[src/rtl/dacif_pkg.sv]
package dacif_pkg;
  localparam int DATA_W = 12;
  localparam int NIB_W  = 4;

  typedef struct packed {
    logic load;   // one-cycle staging write
    logic chan;   // target channel for load
    logic full;   // full-width write when set
    logic xfer;   // one-cycle simultaneous update
    logic clr;    // one-cycle midscale clear
  } ctrlStb_t;
endpackage

[src/rtl/dacif_ctrl.sv]
module dacif_ctrl
  import dacif_pkg::*;
(
  input  logic     clk,
  input  logic     rstN,
  input  logic     csN,
  input  logic     wr1N,
  input  logic     wr2N,
  input  logic     xferN,
  input  logic     clrN,
  input  logic     chanSel,
  input  logic     fullWidth,
  output ctrlStb_t stb
);
  logic loadCond, xferCond, clrCond;
  logic loadPrev, xferPrev, clrPrev;

  assign loadCond = !csN && !wr1N;
  assign xferCond = !wr2N && !xferN;
  assign clrCond  = !wr2N && !clrN;

  always_ff @(posedge clk or negedge rstN) begin
    if (!rstN) begin
      loadPrev <= 1'b0;
      xferPrev <= 1'b0;
      clrPrev  <= 1'b0;
    end else begin
      loadPrev <= loadCond;
      xferPrev <= xferCond;
      clrPrev  <= clrCond;
    end
  end

  always_comb begin
    stb.load = loadCond && !loadPrev;
    stb.chan = chanSel;
    stb.full = fullWidth;
    stb.clr  = clrCond && !clrPrev;
    // a clear that is being qualified suppresses any transfer edge
    stb.xfer = xferCond && !xferPrev && !clrCond;
  end

  AST_LOAD_ONE_SHOT: assert property (@(posedge clk) disable iff (!rstN)
    stb.load |=> !stb.load);
  AST_XFER_ONE_SHOT: assert property (@(posedge clk) disable iff (!rstN)
    stb.xfer |=> !stb.xfer);
  AST_CLR_ONE_SHOT: assert property (@(posedge clk) disable iff (!rstN)
    stb.clr |=> !stb.clr);
endmodule

[src/rtl/dacif_datapath.sv]
module dacif_datapath
  import dacif_pkg::*;
#(
  parameter int W    = DATA_W,
  parameter int LOWW = NIB_W
) (
  input  logic         clk,
  input  logic         rstN,
  input  ctrlStb_t     stb,
  input  logic [W-1:0] dataIn,
  output logic [W-1:0] dacOut [2]
);
  localparam logic [W-1:0] MID = {1'b1, {(W-1){1'b0}}};

  logic [W-1:0] stageReg [2];
  logic [W-1:0] dacReg   [2];

  for (genvar g = 0; g < 2; g++) begin : g_chan
    always_ff @(posedge clk or negedge rstN) begin
      if (!rstN) begin
        stageReg[g] <= MID;
      end else if (stb.load && (stb.chan == 1'(g))) begin
        if (stb.full)
          stageReg[g] <= dataIn;
        else
          stageReg[g][LOWW-1:0] <= dataIn[W-1 -: LOWW];
      end
    end

    always_ff @(posedge clk or negedge rstN) begin
      if (!rstN)         dacReg[g] <= MID;
      else if (stb.clr)  dacReg[g] <= MID;
      else if (stb.xfer) dacReg[g] <= stageReg[g];
    end

    assign dacOut[g] = dacReg[g];

    AST_BYTE_KEEPS_HIGH: assert property (@(posedge clk) disable iff (!rstN)
      (stb.load && !stb.full && stb.chan == 1'(g)) |=>
        stageReg[g][W-1:LOWW] == $past(stageReg[g][W-1:LOWW]));
    AST_XFER_COPIES: assert property (@(posedge clk) disable iff (!rstN)
      (stb.xfer && !stb.clr) |=> dacReg[g] == $past(stageReg[g]));
    AST_CLR_MIDSCALE: assert property (@(posedge clk) disable iff (!rstN)
      stb.clr |=> dacReg[g] == MID);
    AST_OUT_HOLDS: assert property (@(posedge clk) disable iff (!rstN)
      (!stb.clr && !stb.xfer) |=> $stable(dacReg[g]));
    AST_OTHER_CHAN_KEEPS: assert property (@(posedge clk) disable iff (!rstN)
      (stb.load && stb.chan != 1'(g)) |=> $stable(stageReg[g]));
  end
endmodule

[src/rtl/dual_dac_front.sv]
module dual_dac_front
  import dacif_pkg::*;
(
  input  logic              clk,
  input  logic              rstN,
  input  logic              csN,
  input  logic              wr1N,
  input  logic              wr2N,
  input  logic              xferN,
  input  logic              clrN,
  input  logic              chanSel,
  input  logic              fullWidth,
  input  logic [DATA_W-1:0] dataIn,
  output logic [DATA_W-1:0] dacCode0,
  output logic [DATA_W-1:0] dacCode1
);
  ctrlStb_t    stb;
  logic [DATA_W-1:0] dacOut [2];

  dacif_ctrl ctrl_i (
    .clk(clk), .rstN(rstN), .csN(csN), .wr1N(wr1N), .wr2N(wr2N),
    .xferN(xferN), .clrN(clrN), .chanSel(chanSel), .fullWidth(fullWidth),
    .stb(stb)
  );

  dacif_datapath #(.W(DATA_W), .LOWW(NIB_W)) dp_i (
    .clk(clk), .rstN(rstN), .stb(stb), .dataIn(dataIn), .dacOut(dacOut)
  );

  assign dacCode0 = dacOut[0];
  assign dacCode1 = dacOut[1];

  AST_RESET_MID: assert property (@(posedge clk)
    $rose(rstN) |-> (dacCode0 == 12'h800 && dacCode1 == 12'h800));
endmodule

[config.mk]
export PLATFORM = sky130hd
export DESIGN_NAME = dual_dac_front
export DESIGN_NICKNAME = d
export VERILOG_FILES = /design/src/rtl/dacif_pkg.sv /design/src/rtl/dacif_ctrl.sv /design/src/rtl/dacif_datapath.sv /design/src/rtl/dual_dac_front.sv
export SDC_FILE = /design/constraint.sdc
export NUM_CORES = 1
export LEC_CHECK = 0
export CORE_ASPECT_RATIO = 0.8
export CORE_UTILIZATION = 35
export CTS_BUF_LIST = sky130_fd_sc_hd__clkbuf_16
export DETAILED_ROUTE_END_ITERATION = 10
export DONT_BUFFER_PORTS = 1
export SLEW_MARGIN = 20
export SYNTH_ARGS = -nofsm -noshare
export SYNTH_HDL_FRONTEND = slang
export SYNTH_HIERARCHICAL = 1
export SYNTH_SLANG_ARGS = --single-unit
[constraint.sdc]
create_clock -name clk -period 2 [get_ports clk]
set_input_delay 0.4 -clock clk [delete_from_list [all_inputs] [get_ports clk]]
set_output_delay 0.4 -clock clk [all_outputs]
set_load 0.01 [all_outputs]
==> summary.md <==
| Metric | Value |
|---|---|
| Total gr overflow | 0 |
| Setup crit end | dp_i/dacOut[6] |
| CTS buffer count | 5 |
| Post-DP Area | 0.00215 mm^2 |
| NetSw | about 600 uW |
| # hold bufs at CTS | 2 |
| Clock root cell | clkbuf_16 |
| Cell Area, Synth | approximately 0.0021 mm^2 |
| Starting Density | between 30% and 40% |
| DRC viols | 0 |
| Slowest cell delay on critical path | around 0.42 ns |
| Slowest CP cell | buf_4 |
| Top FF cell, synth | dfrtp_1 |
| Flop pwr share | a little under three fifths |
| Worst R2R Start | ctrl_i/xferPrev |
| Max-slew headroom | a little under three quarters |
| Cts repair resizes | 0 |
| Clock Power Share | 31.4% |
| Comb power frac | a little under an eighth |
| Core ar. | ~0.0056 mm^2 |
| CTS tree | yes |
| Post-CTS setup buffer count | 0 |
| Final Hold Vio Count | 0 |
| Port bufs | 0 |
| GRT Total Usage | ~14% |
| Setup-failing EPs final | 0 |
| Crit path cell chain | nor4b_4 > buf_4 > mux2i_1 > nor2_1 |
| Filler-free cell count of the finished design | between 200 and 250 |
| Die W | 88.6 um |
| Top post-synthesis cells by area | dfrtp_1 56%, mux2i_1 12%, mux2_2 11% |
| First-pass GRT wire length | around 6500 um |
| Area grow syn2layout | 10.5% |
| Worst Hold Path Cells | 1 |
| Total Power | roughly 2.4 mW |
| NumNets Final | approximately 170 |
| Synth warn | 6 |
| Synth Instances | between 150 and 200 |
| EDFF count, synth | 0 |
| Starting DRC count in detailed routing | 32 |
| HP Class | in2reg |
| Clock slew at reported path FFs | approximately 0.060 ns |
| Static Leak | ~1.0 nW |
| RSZ-0062 raised after global routing | false |
| Critical Path RT | 2.16 ns |
| Cell depth of the worst flop-to-flop path | 4 |
| Vias per inst | a little under 5 |
| Flop2flop setup slack | 0.53 ns |
| Critical Setup Path Class | reg2reg |
| # H-tree levels | 2 |
| Setup ws final | ~0.53 ns |
| Layout Utilization | 41.3% |
| Seq cells post-synth | 51 |
| Critical Path Fanout Max | 26 |
| CP Capture Type | register |
| Vias in the first global route | between 1000 and 1500 |
| DP HPWL | 2870 um |
| Syn nets | roughly 170 |
| Max Slew Vio Count | 0 |
| Clk sinks | between 50 and 60 |
| Min Tclk post-route | between 1 and 1.5 ns |
| Routability cong. | roughly 0.7 |
| Post-Place Worst Slack | 0.462 ns |
| Post-Layout Inst Area | roughly 0.0023 mm^2 |
| Worst Max-Slew Pin Slew | about 0.42 ns |
| Clock latency on the worst-skew pair | roughly 0.28 ns |
| Max frequency | 679 MHz |
| Layout cells sized above 1 | between 20% and 30% |
| Dominant cell type by area after synthesis | dfrtp_1 |
| Status | finished, final reports clean |
| Setup TNS | 0 ns |
| Synth unique cells | 21 |
| Num ports | 45 |
| Worst hold slack | around 0.17 ns |
| Most common cell in the netlist | dfrtp_1 |
| Top cell type's share of synthesized area | 56.0% |
| Diode count | 0 |
| Die span in y | a little over 70 um |
| Via total after detailed routing | approximately 1100 |
| Final wirelength | approximately 4000 um |
| Fin crit share | ~74% |
| Setup Skew | between 0.004 and 0.005 ns |
| Worst setup SP type | register |
| Worst Path Arrival | between 1.5 and 2 ns |
| Cell Int Power | about 1.8 mW |
| Initial antenna violation count | 0 |
| ANT nets after route | 0 |
| Largest net degree at the start of global routing | 52 |
| VDD IR max | approximately 0.00043 V |
| Drt first pass iters | 4 |
| CP startpoint | ctrl_i/xferPrev |
| Post-Syn Area per Cell | around 14 um^2 |
| Top cells by count, synth | 47 x dfrtp_1, 26 x mux2i_1, 25 x nor2_1, 20 x mux2_2 |
| MaxCap Viol Count | 0 |
| Asr flop ratio synth | 100% |
| PD cells | approximately 1000 mW/mm^2 |
| Sw Ratio | approximately a quarter |
| DR WL/cell | 17.4 um |
| Post-placement cell count | around 220 |
| Post-synthesis sequential area ratio | 61.0% |
| Rows | 24 |
| Clock Path Buffers | 2 |
| RR Endpoint | dp_i/dacOut[6] |
| Die ar. | ~0.0063 mm^2 |
==> logic make-up (layout without fill, tap and decap cells) <==
group                  count (synthesis)  count (layout)  share of synthesized area [%]
multiplexers                          48              48                           24.6
AO/OA/AOI/OAI                          6               6                           1.91
AND/OR/NAND/NOR                       34              34                           8.34
buffers and inverters                 12              13                           4.17
flip-flops                            51              51                           61.0
==> critical path, delay by kind of cell (launching register included) <==
family,cells,cell delay (ns)
buffers and inverters,1,0.42
AND/OR/NAND/NOR,2,0.26
multiplexers,1,0.27
flip-flops,1,0.39
==> final cells by class <==
type,count,area (um^2)
Timing Repair Buffer,5,60.1
Sequential cell,51,1280
Multi-Input combinational cell,88,744
Tap cell,78,97.6
Clock inverter,1,3.75
Fill cell,533,3300
Clock buffer,5,125
Inverter,2,7.51
==> state kept, by name, summed over array words and instances (netlist names) <==
signal	count
ctrl_i/loadPrev	1
dp_i/dacOut	24
ctrl_i/xferPrev	1
dp_i/stageReg	24
ctrl_i/clrPrev	1
==> layout by cell type (no fill, tap or decap) <==
cell	n
mux2i_1	26
mux2_2	20
nor4b_4	1
mux2_4	2
dfstp_2	4
nor2b_1	2
nor2_1	25
nand3b_4	1
a211o_1	2
nand3_2	1
nor3_2	1
buf_16	1
clkbuf_16	5
a31oi_1	2
dlygate4sd3_1	1
a21oi_1	2
dfrtp_1	47
nor3_1	1
nand2_1	1
buf_4	3
inv_1	3
and2b_4	1
==> worst min-delay path by stage <==
stage	from	endpoint	slack, ns
after floorplan	rstN	ctrl_i/clrPrev	0.10
after CTS	wr2N	ctrl_i/clrPrev	0.17
after detailed placement	rstN	ctrl_i/clrPrev	0.11
final	wr2N	ctrl_i/clrPrev	0.17
after global routing	wr2N	ctrl_i/clrPrev	0.17
after global placement	rstN	dp_i/dacOut[1]	0.11
==> metal layers <==
layer,part of all wire [%],up-vias,GRT usage [%]
met5,0,-,0
met4,0.67,0,3.76
met1,43,563,16.7
li1,-,519,-
met2,47,34,23.2
met3,8.7,5,5.88
==> power by group through the flow <==
stage               Sequential [mW]  Clock, mW  Combinational (mW)
floorplan                      1.36          0               0.230
global placement               1.40          0               0.237
detailed placement             1.41          0               0.255
CTS                            1.39      0.802               0.285
global route                   1.41      0.837               0.316
finish                         1.39      0.762               0.279
(Power assumes the default switching activity.)
